--- src/rtl/rob_pkg.sv ---
package rob_pkg;

    // Lanes per line and the width of a lane index.
    localparam int ROB_LANES  = 3;
    localparam int ROB_LANE_W = $clog2(ROB_LANES);

    // Occupancy states.
    typedef enum logic [1:0] {
        OCC_EMPTY  = 2'd0,
        OCC_ACTIVE = 2'd1,
        OCC_FULL   = 2'd2
    } occ_state_e;

endpackage

--- src/rtl/rob_wrap_ctr.sv ---
module rob_wrap_ctr #(
    parameter  int DEPTH = 24,
    localparam int W     = $clog2(DEPTH)
) (
    input  logic         clk,
    input  logic         rst_n,
    input  logic         clr,
    input  logic         inc,
    output logic [W-1:0] val
);

    // Circular index: counts up by one and wraps from DEPTH-1 back to 0.
    always_ff @(posedge clk) begin
        if (!rst_n || clr) begin
            val <= '0;
        end else if (inc) begin
            val <= (val == W'(DEPTH - 1)) ? '0 : val + 1'b1;
        end
    end

endmodule

--- src/rtl/rob_occ_fsm.sv ---
module rob_occ_fsm
    import rob_pkg::*;
#(
    parameter  int DEPTH = 24,
    localparam int CW    = $clog2(DEPTH + 1)
) (
    input  logic          clk,
    input  logic          rst_n,
    input  logic          clr,
    input  logic          push,
    input  logic          pop,
    output logic [CW-1:0] cnt,
    output logic          full,
    output logic          empty
);

    occ_state_e    st_q, st_nxt;
    logic [CW-1:0] cnt_q, cnt_nxt;

    // Next-state and next-count logic.
    always_comb begin
        st_nxt  = st_q;
        cnt_nxt = cnt_q;
        if (clr) begin
            // flush: any state to OCC_EMPTY
            st_nxt  = OCC_EMPTY;
            cnt_nxt = '0;
        end else begin
            if (push && !pop) begin
                cnt_nxt = cnt_q + 1'b1;
            end else if (pop && !push) begin
                cnt_nxt = cnt_q - 1'b1;
            end
            unique case (st_q)
                OCC_EMPTY: begin
                    // first-alloc
                    if (push) begin
                        st_nxt = (DEPTH == 1) ? OCC_FULL : OCC_ACTIVE;
                    end
                end
                OCC_ACTIVE: begin
                    if (push && !pop && cnt_q == CW'(DEPTH - 1)) begin
                        st_nxt = OCC_FULL;    // fill
                    end else if (pop && !push && cnt_q == CW'(1)) begin
                        st_nxt = OCC_EMPTY;   // drain
                    end
                end
                OCC_FULL: begin
                    // free
                    if (pop && !push) begin
                        st_nxt = OCC_ACTIVE;
                    end
                end
                default: st_nxt = OCC_EMPTY;
            endcase
        end
    end

    // State and count registers.
    always_ff @(posedge clk) begin
        if (!rst_n) begin
            st_q  <= OCC_EMPTY;
            cnt_q <= '0;
        end else begin
            st_q  <= st_nxt;
            cnt_q <= cnt_nxt;
        end
    end

    // Outputs decoded from the state.
    always_comb begin
        full  = (st_q == OCC_FULL);
        empty = (st_q == OCC_EMPTY);
        cnt   = cnt_q;
    end

endmodule

--- src/rtl/rob_line_store.sv ---
module rob_line_store
    import rob_pkg::*;
#(
    parameter  int LINES = 24,
    localparam int IW    = $clog2(LINES)
) (
    input  logic                           clk,
    input  logic                           rst_n,
    input  logic                           clr,
    input  logic                           alloc_en,
    input  logic [IW-1:0]                  alloc_idx,
    input  logic [ROB_LANES-1:0]           alloc_vld,
    input  logic                           cmpl_en,
    input  logic [IW-1:0]                  cmpl_idx,
    input  logic [ROB_LANE_W-1:0]          cmpl_lane,
    input  logic                           ret_en,
    input  logic [IW-1:0]                  ret_idx,
    output logic [LINES-1:0]               line_busy,
    output logic [LINES-1:0]               line_done,
    output logic [LINES-1:0][ROB_LANES-1:0] line_vld
);

    for (genvar i = 0; i < LINES; i++) begin : g_line
        logic                 busy_q;
        logic [ROB_LANES-1:0] vld_q;
        logic [ROB_LANES-1:0] done_q;

        // Per-line priority: clear, then allocate, then release, then mark lanes.
        always_ff @(posedge clk) begin
            if (!rst_n || clr) begin
                busy_q <= 1'b0;
                vld_q  <= '0;
                done_q <= '0;
            end else if (alloc_en && alloc_idx == IW'(i)) begin
                busy_q <= 1'b1;
                vld_q  <= alloc_vld;
                done_q <= ~alloc_vld;   // unused lanes count as complete
            end else if (ret_en && ret_idx == IW'(i)) begin
                busy_q <= 1'b0;
                vld_q  <= '0;
                done_q <= '0;
            end else if (cmpl_en && busy_q && cmpl_idx == IW'(i)) begin
                for (int k = 0; k < ROB_LANES; k++) begin
                    if (cmpl_lane == ROB_LANE_W'(k)) begin
                        done_q[k] <= 1'b1;
                    end
                end
            end
        end

        assign line_busy[i] = busy_q;
        assign line_done[i] = busy_q && (&done_q);
        assign line_vld[i]  = vld_q;
    end

endmodule

--- src/rtl/line_rob.sv ---
module line_rob
    import rob_pkg::*;
#(
    parameter  int LINES = 24,
    localparam int IW    = $clog2(LINES),
    localparam int CW    = $clog2(LINES + 1)
) (
    input  logic                  clk,
    input  logic                  rst_n,
    input  logic                  alloc_valid,
    input  logic [ROB_LANES-1:0]  alloc_mask,
    output logic                  alloc_ready,
    output logic [IW-1:0]         alloc_line,
    input  logic                  cmpl_valid,
    input  logic [IW-1:0]         cmpl_line,
    input  logic [ROB_LANE_W-1:0] cmpl_lane,
    input  logic                  flush,
    output logic                  retire_valid,
    output logic [IW-1:0]         retire_line,
    output logic [ROB_LANES-1:0]  retire_mask,
    output logic [CW-1:0]         occupancy,
    output logic                  full,
    output logic                  empty
);

    logic [IW-1:0]                  head_q;
    logic [IW-1:0]                  tail_q;
    logic                           alloc_fire;
    logic                           cmpl_fire;
    logic                           ret_fire;
    logic [LINES-1:0]               line_busy;
    logic [LINES-1:0]               line_done;
    logic [LINES-1:0][ROB_LANES-1:0] line_vld;

    // Request qualification.
    assign alloc_ready = !full;
    assign alloc_fire  = alloc_valid && !full && (|alloc_mask) && !flush;
    assign cmpl_fire   = cmpl_valid && !flush;
    assign ret_fire    = line_done[head_q] && !flush;

    // Retire port.
    assign retire_valid = ret_fire;
    assign retire_line  = head_q;
    assign retire_mask  = line_vld[head_q];
    assign alloc_line   = tail_q;

    rob_wrap_ctr #(.DEPTH(LINES)) u_tail (
        .clk   (clk),
        .rst_n (rst_n),
        .clr   (flush),
        .inc   (alloc_fire),
        .val   (tail_q)
    );

    rob_wrap_ctr #(.DEPTH(LINES)) u_head (
        .clk   (clk),
        .rst_n (rst_n),
        .clr   (flush),
        .inc   (ret_fire),
        .val   (head_q)
    );

    rob_occ_fsm #(.DEPTH(LINES)) u_occ (
        .clk   (clk),
        .rst_n (rst_n),
        .clr   (flush),
        .push  (alloc_fire),
        .pop   (ret_fire),
        .cnt   (occupancy),
        .full  (full),
        .empty (empty)
    );

    rob_line_store #(.LINES(LINES)) u_store (
        .clk       (clk),
        .rst_n     (rst_n),
        .clr       (flush),
        .alloc_en  (alloc_fire),
        .alloc_idx (tail_q),
        .alloc_vld (alloc_mask),
        .cmpl_en   (cmpl_fire),
        .cmpl_idx  (cmpl_line),
        .cmpl_lane (cmpl_lane),
        .ret_en    (ret_fire),
        .ret_idx   (head_q),
        .line_busy (line_busy),
        .line_done (line_done),
        .line_vld  (line_vld)
    );

    // A line is either held or free; a busy bit on the tail while not full
    // would mean a lost release, which the checker observes at the ports.
    logic unused_busy;
    assign unused_busy = ^line_busy;

endmodule

--- config.mk ---
export PLATFORM = sky130hd
export DESIGN_NAME = line_rob
export DESIGN_NICKNAME = d
export VERILOG_FILES = /design/src/rtl/rob_pkg.sv /design/src/rtl/rob_wrap_ctr.sv /design/src/rtl/rob_occ_fsm.sv /design/src/rtl/rob_line_store.sv /design/src/rtl/line_rob.sv
export SDC_FILE = /design/constraint.sdc
export NUM_CORES = 1
export LEC_CHECK = 0
export BUFFER_PORTS_ARGS = -buffer_cell sky130_fd_sc_hd__buf_2
export CORE_MARGIN = 2
export CORE_UTILIZATION = 67
export CTS_CLUSTER_DIAMETER = 120
export DETAILED_ROUTE_END_ITERATION = 6
export GPL_TIMING_DRIVEN = 0
export MAX_ROUTING_LAYER = met4
export PLACE_DENSITY = 0.86
export SYNTH_ARGS = -nofsm -noshare
export SYNTH_HDL_FRONTEND = slang
export SYNTH_SLANG_ARGS = --single-unit
--- constraint.sdc ---
create_clock -name clk -period 7.8 [get_ports clk]
set_clock_uncertainty 0.2 [all_clocks]
set_input_delay 0 -clock clk [delete_from_list [all_inputs] [get_ports clk]]
set_output_delay 0 -clock clk [all_outputs]
set_load 0.05 [all_outputs]
Yosys cells after proc, flatten, opt, wreduce, memory -nomap -nowiden
Cells that the tools add are included.
{"block": "word_totals", "reg_bits": 185, "output_inout_bits": 22}
{"block": "classes", "addsub": 4, "order_cmp": 1, "eq_ne": 78, "n_mux": 184, "bitwise_logic": 2, "n_reduce_logical": 360}
{"operator": "$mux W3", "count": 121}
{"operator": "$reduce_bool A3 Y1", "count": 96}
{"operator": "$reduce_and A2 Y1", "count": 72}
{"operator": "$logic_and A1 B1 Y1", "count": 129}
{"operator": "$eq A5 B5 Y1 const B", "count": 25}
{"operator": "$eq A5 B4 Y1 const B", "count": 24}
{"operator": "$reduce_and A3 Y1", "count": 25}
{"operator": "$eq A5 B3 Y1 const B", "count": 12}
{"operator": "$mux W1", "count": 52}
{"operator": "$reduce_bool A2 Y1", "count": 25}
{"operator": "$eq A5 B2 Y1 const B", "count": 6}
{"operator": "$eq A5 B1 Y1 const B", "count": 4}
{"operator": "$mux W5", "count": 4}
{"operator": "$add A5 B1 Y5 const B", "count": 3}
{"operator": "$bmux W3 S5", "count": 1}
{"operator": "$logic_not A5 Y1", "count": 3}
{"operator": "$mux W2", "count": 4}
{"operator": "$lt A5 B6 Y1 const B", "count": 1}
{"operator": "$pmux W2 S3", "count": 1}
{"operator": "$bmux W1 S5", "count": 1}
{"operator": "$logic_not A1 Y1", "count": 5}
{"operator": "$sub A5 B1 Y5 const B", "count": 1}
{"operator": "$eq A2 B1 Y1 const B", "count": 2}
{"operator": "$eq A2 B2 Y1 const B", "count": 2}
{"operator": "other kinds (8)", "count": 10}

Longest topological paths before layout
Gate-level depths: netlist of the first run.
{"block": "depth", "depth_word": 11, "mapped_depth": 16}

Modules after synthesis
A second synthesis of the first run with hierarchy kept.
{"block": "unflattened", "hier_cells": 1036, "hier_area_um2": 9221.3}
{"mod": "rob_line_store", "instances": 1, "cells_each": 870, "area_each_um2": 7383.3, "seq_area_each_um2": 3363.2}
{"mod": "line_rob", "instances": 1, "cells_each": 66, "area_each_um2": 918.4, "seq_area_each_um2": 0.0}
{"mod": "rob_wrap_ctr", "instances": 2, "cells_each": 24, "area_each_um2": 235.2, "seq_area_each_um2": 100.1}
{"mod": "rob_occ_fsm", "instances": 1, "cells_each": 52, "area_each_um2": 449.2, "seq_area_each_um2": 140.1}

Worst setup path before layout of the first run
OpenSTA, ideal clock, no wires.
{"block": "synth_path", "kind": "flip-flop to flip-flop", "startpoint": "reg u_head.val[0]", "endpoint": "reg u_occ.cnt_q[4], in the netlist u_occ.cnt[4]", "setup_time_ps": 128, "t_arrival_ps": 3970, "slack_ps": 3502, "path_stages_with_launch": 15, "path_buffers": 3, "path_cell_list": "dfxtp_1 -> buf_2 -> and3_1 -> a31oi_1 -> a2bb2oi_1 -> a41oi_4 -> buf_6 -> nor2_1 -> inv_1 -> ha_1 -> clkbuf_1 -> or4b_2 -> a21oi_1 -> xnor2_1 -> nor2_1"}
{"block": "synth_between", "elab_chain_len": 6}
{"item": "start, declared", "line_no": "rob_wrap_ctr.sv:9", "text": "output logic [W-1:0] val"}
{"item": "start signal, assigned", "line_no": "rob_wrap_ctr.sv:17", "text": "val <= (val == W'(DEPTH - 1)) ? '0 : val + 1'b1;"}
{"item": "$bmux W1 S5 (*)", "line_no": "line_rob.sv:39", "text": "assign ret_fire = line_done[head_q] && !flush;"}
{"item": "$mux W1 (implied by the code) (*)", "line_no": "line_rob.sv:39"}
{"item": "$logic_and A1 B1 Y1 (*)", "line_no": "line_rob.sv:39"}
{"item": "net retire_valid", "line_no": "line_rob.sv:18", "text": "output logic retire_valid,"}
{"item": "$logic_not A1 Y1", "line_no": "rob_occ_fsm.sv:29", "text": "if (push && !pop) begin"}
{"item": "$logic_and A1 B1 Y1", "line_no": "rob_occ_fsm.sv:29"}
{"item": "$mux W5 / $reduce_bool A2 Y1 (equally long branches)"}
{"item": "end signal, assigned", "line_no": "rob_occ_fsm.sv:66", "text": "cnt_q <= cnt_nxt;"}
{"item": "end, declared", "line_no": "rob_occ_fsm.sv:18", "text": "logic [CW-1:0] cnt_q, cnt_nxt;"}
The timed path passes the listed nets; every way through them passes the cells marked *. The select of a mux whose other input is x is not followed.
A chain may end at the register's enable or synchronous reset.

Worst setup path after layout of the first run
{"block": "layout_path", "startpoint": "reg u_head.val[0]", "endpoint": "reg u_occ.cnt_q[4], in the netlist u_occ.cnt[4]"}
{"block": "layout_between", "elab_chain_len": 6}
{"item": "$bmux W1 S5 (*)", "line_no": "line_rob.sv:39"}
{"item": "$mux W1 (implied by the code) (*)", "line_no": "line_rob.sv:39"}
{"item": "$logic_and A1 B1 Y1 (*)", "line_no": "line_rob.sv:39"}
{"item": "$logic_not A1 Y1", "line_no": "rob_occ_fsm.sv:29"}
{"item": "$logic_and A1 B1 Y1", "line_no": "rob_occ_fsm.sv:29"}
{"item": "$mux W5 / $reduce_bool A2 Y1 (equally long branches)"}
Every way passes the cells marked *; elsewhere a longest branch is shown, timed or not. The select of a mux whose other input is x is not followed.

==> results of run 1 <==
==> flip-flops by register name, summed over array words and instances, names as in the netlist <==
register / flops
u_store.g_line.done_q: 72
u_occ.st_q: 2
u_store.g_line.busy_q: 24
u_tail.val: 5
u_head.val: 5
u_occ.cnt: 5
u_store.g_line.vld_q: 72
==> worst max path at each step <==
stage | cells after the start | to
2_1_floorplan | 14 | u_occ.cnt[4]
3_3_place_gp | 14 | u_occ.cnt[4]
3_5_place_dp | 14 | u_occ.cnt[4]
4_1_cts | 14 | u_occ.cnt[4]
5_1_grt | 14 | u_occ.cnt[4]
6_report | 14 | u_occ.cnt[4]
==> routing by layer <==
metal	vias to the layer above	GRT usage (%)	routed length [µm]
met5	-	-	0
met4	0	27.13	2212
met1	4334	57.26	11600
met3	200	14.26	4642
li1	4021	-	-
met2	830	65.43	13540
==> cells in the mapped netlist, types with 3 or more instances <==
cell type and instances:
a22o_1 6, buf_2 8, inv_1 18, nand4_1 27, o32a_1 3, nor2_1 164
ha_1 15, and4_1 3, o32ai_1 15, clkbuf_1 57, or2_2 3, mux2i_1 10
nand2_1 73, nor4_1 4, and2_1 5, xor2_1 3, nor3_2 3, and3_1 25
or4_1 5, a31oi_1 29, dfxtp_1 185, buf_6 3, nand3_1 50, buf_1 8
a21o_1 6, nor3_1 50, a21oi_1 83, a41o_1 9, o21ai_0 21, a41oi_1 6
nor2b_1 15, o22ai_1 34, a22oi_1 13, mux4_2 21, nand2b_1 25, a211oi_1 16
o31ai_1 7
==> cell families (layout without fill, tap and decap cells) <==
logic type                 Yosys count  after routing  share of synthesized area, %
and+or+nand+nor                    465            465                         25.20
adders and majority gates           15             15                         2.092
xor gates and xnor gates             5              5                        0.4882
AOI/OAI and AO/OA                  266            266                         20.08
muxes                               31             31                         6.388
buffers and inverters               97            162                         4.463
DFF                                185            185                         41.28
==> power groups by stage <==
stage | clock network [mW] | registers (mW) | logic [mW]
after floorplan | 0 | 0.974 | 0.0581
after global placement | 0 | 0.970 | 0.105
after detailed placement | 0 | 0.971 | 0.106
after CTS | 0.898 | 0.949 | 0.108
after global routing | 0.940 | 0.949 | 0.116
final | 0.909 | 0.949 | 0.116
==> through the flow <==
step / power, mW / cell area (µm²) / setup WS (ps) / utilization, % / std cells
4_1_cts: 1.956 / 9987 / 3703 / 76.02 / 1305
5_1_grt: 2.005 / 9987 / 3464 / 76.02 / 1305
6_report: 1.973 / 9987 / 3592 / 76.02 / 1305
2_1_floorplan: 1.032 / 8971 / 3502 / - / 1064
3_3_place_gp: 1.076 / 9341 / 3781 / 71.10 / 1270
3_5_place_dp: 1.076 / 9341 / 3795 / 71.10 / 1270
==> area by class of cell <==
type,instances,area (µm²),area share (%)
clock buffer,19,442.9,4.435
tap,176,220.2,2.205
inverter,20,75.07,0.7517
sequential,185,3704,37.08
buffer,77,325.3,3.257
clock inverter,12,162.7,1.629
multi-input combinational,782,4867,48.73
timing repair buffer,34,190.2,1.904
==> critical path, delay by kind of cell (launching register included) <==
kind | cells | cell delay [ps]
AOI/OAI and AO/OA | 4 | 900
xor gates and xnor gates | 1 | 140
adders and majority gates | 1 | 200
buffers and inverters | 5 | 1080
DFF | 1 | 460
and+or+nand+nor | 3 | 1090
==> flow_summary.yaml, run 1 <==
outcome:
  outcome: "complete, but fails checks"
  violated_checks: "DRC"
global_routing:
  grt.total_usage_pct: 45.86
  antenna_violations_before_repair: 0
  pin_count_of_the_biggest_net_entering_global_routing: 17
  grt_first_pass_wirelength_um: 47660
  gr-total-overflow: 0
  number_of_global_route_vias_before_repair: 8358
place:
  dp.final_hpwl_um: 22160
  port-buffer-count: 30
  gp_congestion: 1.068
clock_tree:
  cts_inserted_buffers: 17
  worstSkewPairLatency_ps: 450
  root_buffer: "clkbuf_16"
  post_cts_resized: 0
  clockBufferDepth: 2
  post_cts.repair.setup_buffers: 0
  tritoncts_clock_tree: "yes"
  clkSinkCount: 185
  clock_tree.htree_level_count: 4
  postCtsHoldBufs: 4
  cts.clk_slew.worst_paths_ps: 70
logic_synthesis:
  ranking_of_synthesized_cells_by_area: "dfxtp_1, nor2_1, mux4_2, a21oi_1, nand2_1"
  netlist_area_um2: 8971
  postSynth.asyncResetShare_pct: 0
  syn-num-nets: 1094
  postSynthRegisterBits: 185
  post_synth.cell_area_avg_um2: 8.431
  postSynthCellCount: 1064
  part_of_the_yosys_area_used_for_sequential_elements_pct: 41.28
  synth.lib_cells_used.distinct: 65
  synth.largest_area_cell: "dfxtp_1"
  yosys_warnings: 0
  synth_top_cell_area_share_pct: 41.28
  primary_flip_flop_cell_chosen_by_synthesis_mapping: "dfxtp_1"
  synth-edff-count: 0
sta:
  fin_worst_hold_slack_ps: 33.97
  setup_viol_count_final: 0
  setup_total_negative_slack_ps: 0
  rsz0062_at_grt: "false"
  max-slew-margin-rel_pct: 22.25
  max_slew.worst_pin.slew_ps: 1156
  report.final.slew_viol_count: 0
  timing.fmax_ghz: 0.2376
  min_period_over_period_pct: 53.95
  hold_viol: 0
  layout_min_cycle_time_ps: 4208
detailed_routing:
  routed_wirelength_um: 32000
  route.antenna.remaining_nets: 0
  drt-wirelength-per-cell_um: 24.52
  drt_drc_violations_left: 6
  detailroute.via_count: 9385
  first_pass_iters: 7
  drt-initial-drc-count: 1543
  via_per_inst: 7.192
worst_setup_path:
  critical_path_max_stage_delay_ps: 630
  startpoint: "u_head.val[0]"
  worstReg2RegEnd: "u_occ.cnt[4]"
  cp_slowest_cell: "or4b_2"
  cp.arrival_ps: 4340
  critPathKind: "flip-flop to flip-flop"
  endpoint_kind: "flip-flop"
  worst_r2r_path_depth: 14
  setup.reg_to_reg.worst_slack_ps: 3590
  start_kind: "flip-flop"
  critical_path.cell_chain: "buf_2 > inv_1 > o21ai_0 > o21a_1 > o31ai_4 > buf_2 > nor2_1 > inv_1 > ha_1 > clkbuf_1 > or4b_2 > a21oi_1 > xnor2_1 > nor2_1"
  r2r-start: "u_head.val[0]"
  cp_max_fo: 10
  worst_ep_required_time_ps: 7930
min_path:
  hold_path_startpoint: "cmpl_lane[1]"
  min_to: "u_store.g_line[20].done_q[0]"
  hold_class: "input port to flip-flop"
  min_delay_path_depth: 5
finish:
  layout-drive-gt1-share_pct: 10.10
  insertedDiodeCount: 0
  number_of_inserted_filler_cells_in_the_final_layout: 995
  syn2layout_area_growth_pct: 11.32
  mostFrequentLayoutCells: "dfxtp_1, nor2_1, a21oi_1"
  mostFrequentLayoutCell: "dfxtp_1"
  finish.net_count: 1147
floorplanning:
  die_height_um: 119.7
  die_width_um: 119.7
  placeableCoreArea_um2: 13140
  floorplan.initialDensity_pct: 68.29
  fp.dieArea_um2: 14330
  placement_rows: 42
  ports_placed_on_the_boundary: 37
power_and_ir_drop:
  max-vdd-ir-drop_v: 0.0001579
  power.clock.fraction_pct: 46.1
  power_frac_seq_pct: 48.1
  power.share.switching_pct: 24.75
  p_int_mw: 1.485
  power.combinational.fraction_pct: 5.9
  total_switching_power_uw: 488.4
  leakage_nw: 3.362
  power_per_cell_area_nw_per_um2: 197.6
flow_run:
  maxCapViolations: 0
No activity file was read; power rests on OpenSTA's default activity.
==> inputs of run 2 (changes only) <==
- CORE_UTILIZATION: 67 -> 62
- PLACE_DENSITY: 0.86 -> 0.8
- clock period: 7.8 -> 4.2 ns (I/O delays scaled with it)
==> flow_summary.yaml, run 2 (synthesis gave the netlist of run 1 again) <==
floorplanning:
  placeableCoreArea_um2: 13990
  placement_rows: 43
  fp.dieArea_um2: 15450
  floorplan.initialDensity_pct: 64.13
  die_width_um: 124.3
  ports_placed_on_the_boundary: 37
  die_height_um: 124.3
global_routing:
  grt.total_usage_pct: 40.44
  number_of_global_route_vias_before_repair: 8200
  grt_first_pass_wirelength_um: 46820
  gr-total-overflow: 0
  pin_count_of_the_biggest_net_entering_global_routing: 17
  antenna_violations_before_repair: 1
sta:
  hold_viol: 0
  layout_min_cycle_time_ps: 3994
  max-slew-margin-rel_pct: 30.34
  rsz0062_at_grt: "false"
  report.final.slew_viol_count: 0
  max_slew.worst_pin.slew_ps: 1035
  setup_total_negative_slack_ps: 0
  min_period_over_period_pct: 95.09
  setup_viol_count_final: 0
  timing.fmax_ghz: 0.2504
clock_tree:
  cts_inserted_buffers: 17
  post_cts_resized: 0
  worstSkewPairLatency_ps: 440
  tritoncts_clock_tree: "yes"
  clkSinkCount: 185
  clock_tree.htree_level_count: 4
  clockBufferDepth: 2
  cts.clk_slew.worst_paths_ps: 60
  root_buffer: "clkbuf_16"
power_and_ir_drop:
  power.share.switching_pct: 23.95
  totalPowerFinal_mw: 3.709
  power_per_cell_area_nw_per_um2: 369.3
  power_frac_seq_pct: 47.5
  power.clock.fraction_pct: 46.8
  leakage_nw: 3.385
  total_switching_power_uw: 888.2
  p_int_mw: 2.821
  max-vdd-ir-drop_v: 0.0002913
  power.combinational.fraction_pct: 5.7
detailed_routing:
  drt-initial-drc-count: 1444
  via_per_inst: 6.879
  routed_wirelength_um: 31280
  route.antenna.remaining_nets: 0
  drt-wirelength-per-cell_um: 23.81
  first_pass_iters: 6
  detailroute.via_count: 9039
  drt_drc_violations_left: 0
place:
  port-buffer-count: 30
  gp_congestion: 1.088
  dp.final_hpwl_um: 22080
worst_setup_path:
  start_kind: "flip-flop"
  critical_path.endpoint: "retire_mask[2]"
  critPathKind: "flip-flop to output pin"
  cp.arrival_ps: 3790
  worst_r2r_path_depth: 14
  endpoint_kind: "output pin"
  worstReg2RegEnd: "u_occ.cnt[4]"
  worst_ep_required_time_ps: 4000
  startpoint: "u_head.val[1]"
  r2r-start: "u_head.val[0]"
  setup.reg_to_reg.worst_slack_ps: 270
  cp_max_fo: 10
finish:
  mostFrequentLayoutCell: "dfxtp_1"
  layout-drive-gt1-share_pct: 9.974
  reg.largest.list: "u_store.g_line.done_q: 72 flops, u_store.g_line.vld_q: 72 flops, u_store.g_line.busy_q: 24 flops"
  sequential_cell_area_um2: 3704
  number_of_inserted_filler_cells_in_the_final_layout: 1131
  multi_input_comb_area_um2: 4870
  syn2layout_area_growth_pct: 11.94
  finish.net_count: 1150
  mostFrequentLayoutCells: "dfxtp_1, nor2_1, a21oi_1"
min_path:
  hold_class: "input port to flip-flop"
outcome:
  outcome: "finished, final reports clean"
flow_run:
  maxCapViolations: 0
run 2: metal layers:
metal | global-route usage, % | share of wire [%] | vias up
met5 | - | 0 | -
met4 | 25.38 | 7.9 | 0
met3 | 11.64 | 12 | 186
met2 | 59.47 | 43 | 622
met1 | 48.90 | 37 | 4205
li1 | - | - | 4026
run 2: stage by stage:
| stage | hold slack, ps | area [µm²] | cells | worst slack, ps | utilization (%) |
|---|---|---|---|---|---|
| 6_report | 68.06 | 10040 | 1314 | 206.1 | 71.79 |
| 5_1_grt | 67.55 | 10040 | 1314 | 67.27 | 71.79 |
| 4_1_cts | 37.15 | 10040 | 1313 | 334.3 | 71.77 |
| 3_5_place_dp | 256.3 | 9349 | 1274 | 383.9 | 66.83 |
| 3_3_place_gp | 248.5 | 9349 | 1274 | 427.5 | 66.83 |
| 2_1_floorplan | 141.7 | 8974 | 1064 | 187.5 | - |
run 2: power groups by stage:
stage	registers, mW	clock network (mW)	logic, mW
5_1_grt	1.76	1.80	0.214
4_1_cts	1.76	1.72	0.198
3_5_place_dp	1.80	0	0.192
2_1_floorplan	1.81	0	0.108
6_report	1.76	1.74	0.210
3_3_place_gp	1.80	0	0.191
run 2: critical path: stages, from the launching register on:
cell	delay, ps
dfxtp_1	420
buf_6	180
clkbuf_1	760
buf_2	550
mux4_2	440
mux4_2	470
nand2_1	80
o21ai_0	170
buf_2	260
run 2: layout make-up:
| type | instances | share of cell area, % |
|---|---|---|
| inverter | 20 | 0.7476 |
| tap | 180 | 2.243 |
| clock inverter | 10 | 1.657 |
| clock buffer | 22 | 4.523 |
| sequential | 185 | 36.88 |
| buffer | 77 | 3.239 |
| timing repair buffer | 37 | 2.193 |
| multi-input combinational | 782 | 48.49 |
| antenna | 1 | 0.02492 |
run 2: worst min-delay path by stage:
stage	start	to	slack, ps	depth (start not counted)
2_1_floorplan	cmpl_lane[0]	u_store.g_line[20].done_q[1]	140	4
3_3_place_gp	u_store.g_line[13].vld_q[0]	u_store.g_line[13].vld_q[0]	250	2
3_5_place_dp	u_store.g_line[19].vld_q[1]	u_store.g_line[19].vld_q[1]	260	1
4_1_cts	cmpl_line[2]	u_store.g_line[15].done_q[2]	40	4
5_1_grt	cmpl_line[2]	u_store.g_line[15].done_q[2]	70	4
6_report	cmpl_line[2]	u_store.g_line[15].done_q[0]	70	4
run 2: what timing repair did:
action                                 4_1_cts  5_1_grt
endpoints found under the hold margin       11        0
setup buffers                                0        0
hold buffers                                 7        0
==> inputs of run 3 (changes only) <==
- REMOVE_ABC_BUFFERS: unset -> 1
==> flow_summary.yaml, run 3 (synthesis gave the netlist of run 1 again) <==
outcome:
  outcome: "complete, but fails checks"
  violated_checks: "DRC"
floorplanning:
  die_width_um: 124.3
  fp.dieArea_um2: 15450
  ports_placed_on_the_boundary: 37
  placement_rows: 43
  die_height_um: 124.3
  floorplan.initialDensity_pct: 64.13
  placeableCoreArea_um2: 13990
sta:
  hold_viol: 0
  setup_total_negative_slack_ps: 0
  post-route-worst-setup-slack_ps: 225.6
  report.final.slew_viol_count: 0
  setup_viol_count_final: 0
  min_period_over_period_pct: 94.63
  rsz0062_at_grt: "false"
  timing.fmax_ghz: 0.2516
  max-slew-margin-rel_pct: 20.22
  layout_min_cycle_time_ps: 3974
  max_slew.worst_pin.slew_ps: 1194
detailed_routing:
  routed_wirelength_um: 28130
  drt-initial-drc-count: 1331
  first_pass_iters: 7
  drt_drc_violations_left: 1
  route.antenna.remaining_nets: 0
  drt-wirelength-per-cell_um: 22.48
  detailroute.via_count: 8838
  via_per_inst: 7.065
flow_run:
  maxCapViolations: 0
place:
  post-place-ws_ps: -721.2
  dp.final_hpwl_um: 18190
  post_dp_area_um2: 9133
  port-buffer-count: 36
  gp_congestion: 0.9739
finish:
  reg.largest.list: "u_store.g_line.done_q: 72 flops, u_store.g_line.vld_q: 72 flops, u_store.g_line.busy_q: 24 flops"
  finish.net_count: 1088
  mostFrequentLayoutCells: "dfxtp_1, nor2_1, a21oi_1"
  final_design_utilization_pct: 71.10
  stdcell_area_um2: 9946
  syn2layout_area_growth_pct: 10.86
  layout-drive-gt1-share_pct: 11.40
  mostFrequentLayoutCell: "dfxtp_1"
power_and_ir_drop:
  total_switching_power_uw: 837.7
  p_int_mw: 2.831
  power.share.switching_pct: 22.83
  power_frac_seq_pct: 48.0
  leakage_nw: 3.341
  power_per_cell_area_nw_per_um2: 368.9
  power.combinational.fraction_pct: 5.3
  power.clock.fraction_pct: 46.7
  max-vdd-ir-drop_v: 0.0003324
worst_setup_path:
  cp_max_fo: 16
  endpoint_kind: "flip-flop"
  critical_path.top_delay_family: "simple AND/OR/NAND/NOR gates"
  start_kind: "flip-flop"
  cp_slowest_cell: "dfxtp_1"
  critical_path.n_buffers_inverters: 1
  critical-path-top-cell-by-count: "nor2_1"
  critical_path.cell_chain: "nor2b_1 > o311a_1 > o31ai_4 > nor2_1 > inv_1 > ha_1 > or4b_2 > a21oi_1 > xnor2_1 > nor2_1"
  critical_path_max_stage_delay_ps: 810
  worst_ep_required_time_ps: 4310
  critPathKind: "flip-flop to flip-flop"
  cp.arrival_ps: 4080
global_routing:
  globalRouteMet3Util_pct: 9.536
  routing_usage_on_met2_pct: 50.53
  grt.total_usage_pct: 36.11
  antenna_violations_before_repair: 1
  gr-total-overflow: 0
  globalRoute.busiestLayer: "met2"
  grt_first_pass_wirelength_um: 42940
  number_of_global_route_vias_before_repair: 7899
  pin_count_of_the_biggest_net_entering_global_routing: 51
  grt_use_met1_pct: 47.80
clock_tree:
  clkSinkCount: 185
  root_buffer: "clkbuf_16"
  cts.clk_slew.worst_paths_ps: 70
  cts_inserted_buffers: 17
  clockBufferDepth: 2
  clock_tree.htree_level_count: 4
  tritoncts_clock_tree: "yes"
  worstSkewPairLatency_ps: 440
min_path:
  hold_class: "input port to flip-flop"
-- run 3: path summary, 6_finish.rpt --
kind / end / cells past startpoint / from / slack (ps)
max: u_occ.cnt[4] / 10 / u_head.val[2] / 230
max reg2reg: u_occ.cnt[4] / 10 / u_head.val[2] / 230
min reg2reg: u_store.g_line[5].busy_q / 2 / u_store.g_line[5].busy_q / 260
min: u_store.g_line[23].vld_q[1] / 3 / alloc_mask[1] / 40
-- run 3: power groups by stage --
stage	registers (mW)	clock network [mW]	logic, mW
floorplan	1.81	0	0.0843
global placement	1.80	0	0.169
detailed placement	1.80	0	0.177
CTS	1.76	1.72	0.185
global route	1.76	1.79	0.202
finish	1.76	1.71	0.195
-- run 3: repair_timing --
action	4_1_cts	5_1_grt
buffers inserted	0	1
gates resized for setup	3	2
endpoints found under the setup margin	7	5
hold buffers	12	0
endpoints found under the hold margin	28	0
-- run 3: stage by stage --
stage	total power [mW]	hold WS, ps	instances
CTS	3.663	3.385	1248
global route	3.751	31.23	1251
floorplan	1.893	-100.4	987
detailed placement	1.980	254.2	1205
finish	3.669	41.99	1251
global placement	1.971	248.8	1203
-- run 3: layout make-up --
| type | count | area [µm²] |
|---|---|---|
| fill | 1116 | 4043 |
| multi-input combinational | 782 | 4923 |
| clock inverter | 10 | 168.9 |
| antenna | 1 | 2.502 |
| clock buffer | 21 | 460.4 |
| timing repair buffer | 52 | 379.1 |
| inverter | 20 | 75.07 |
| sequential | 185 | 3711 |
| tap | 180 | 225.2 |
-- run 3: tightest hold or removal path: cells and delay by family --
kind,cells,cell delay (ps)
AO/OA/AOI/OAI,1,60
buffers and inverters,1,400
AND/OR/NAND/NOR,1,150
-- run 3: per-layer routing --
layer | wire, µm | vias to the layer above | share of wire [%]
li1 | - | 3913 | -
met1 | 10840 | 4124 | 39
met2 | 12220 | 669 | 43
met3 | 3699 | 132 | 13
met4 | 1362 | 0 | 4.8
met5 | 0 | - | 0
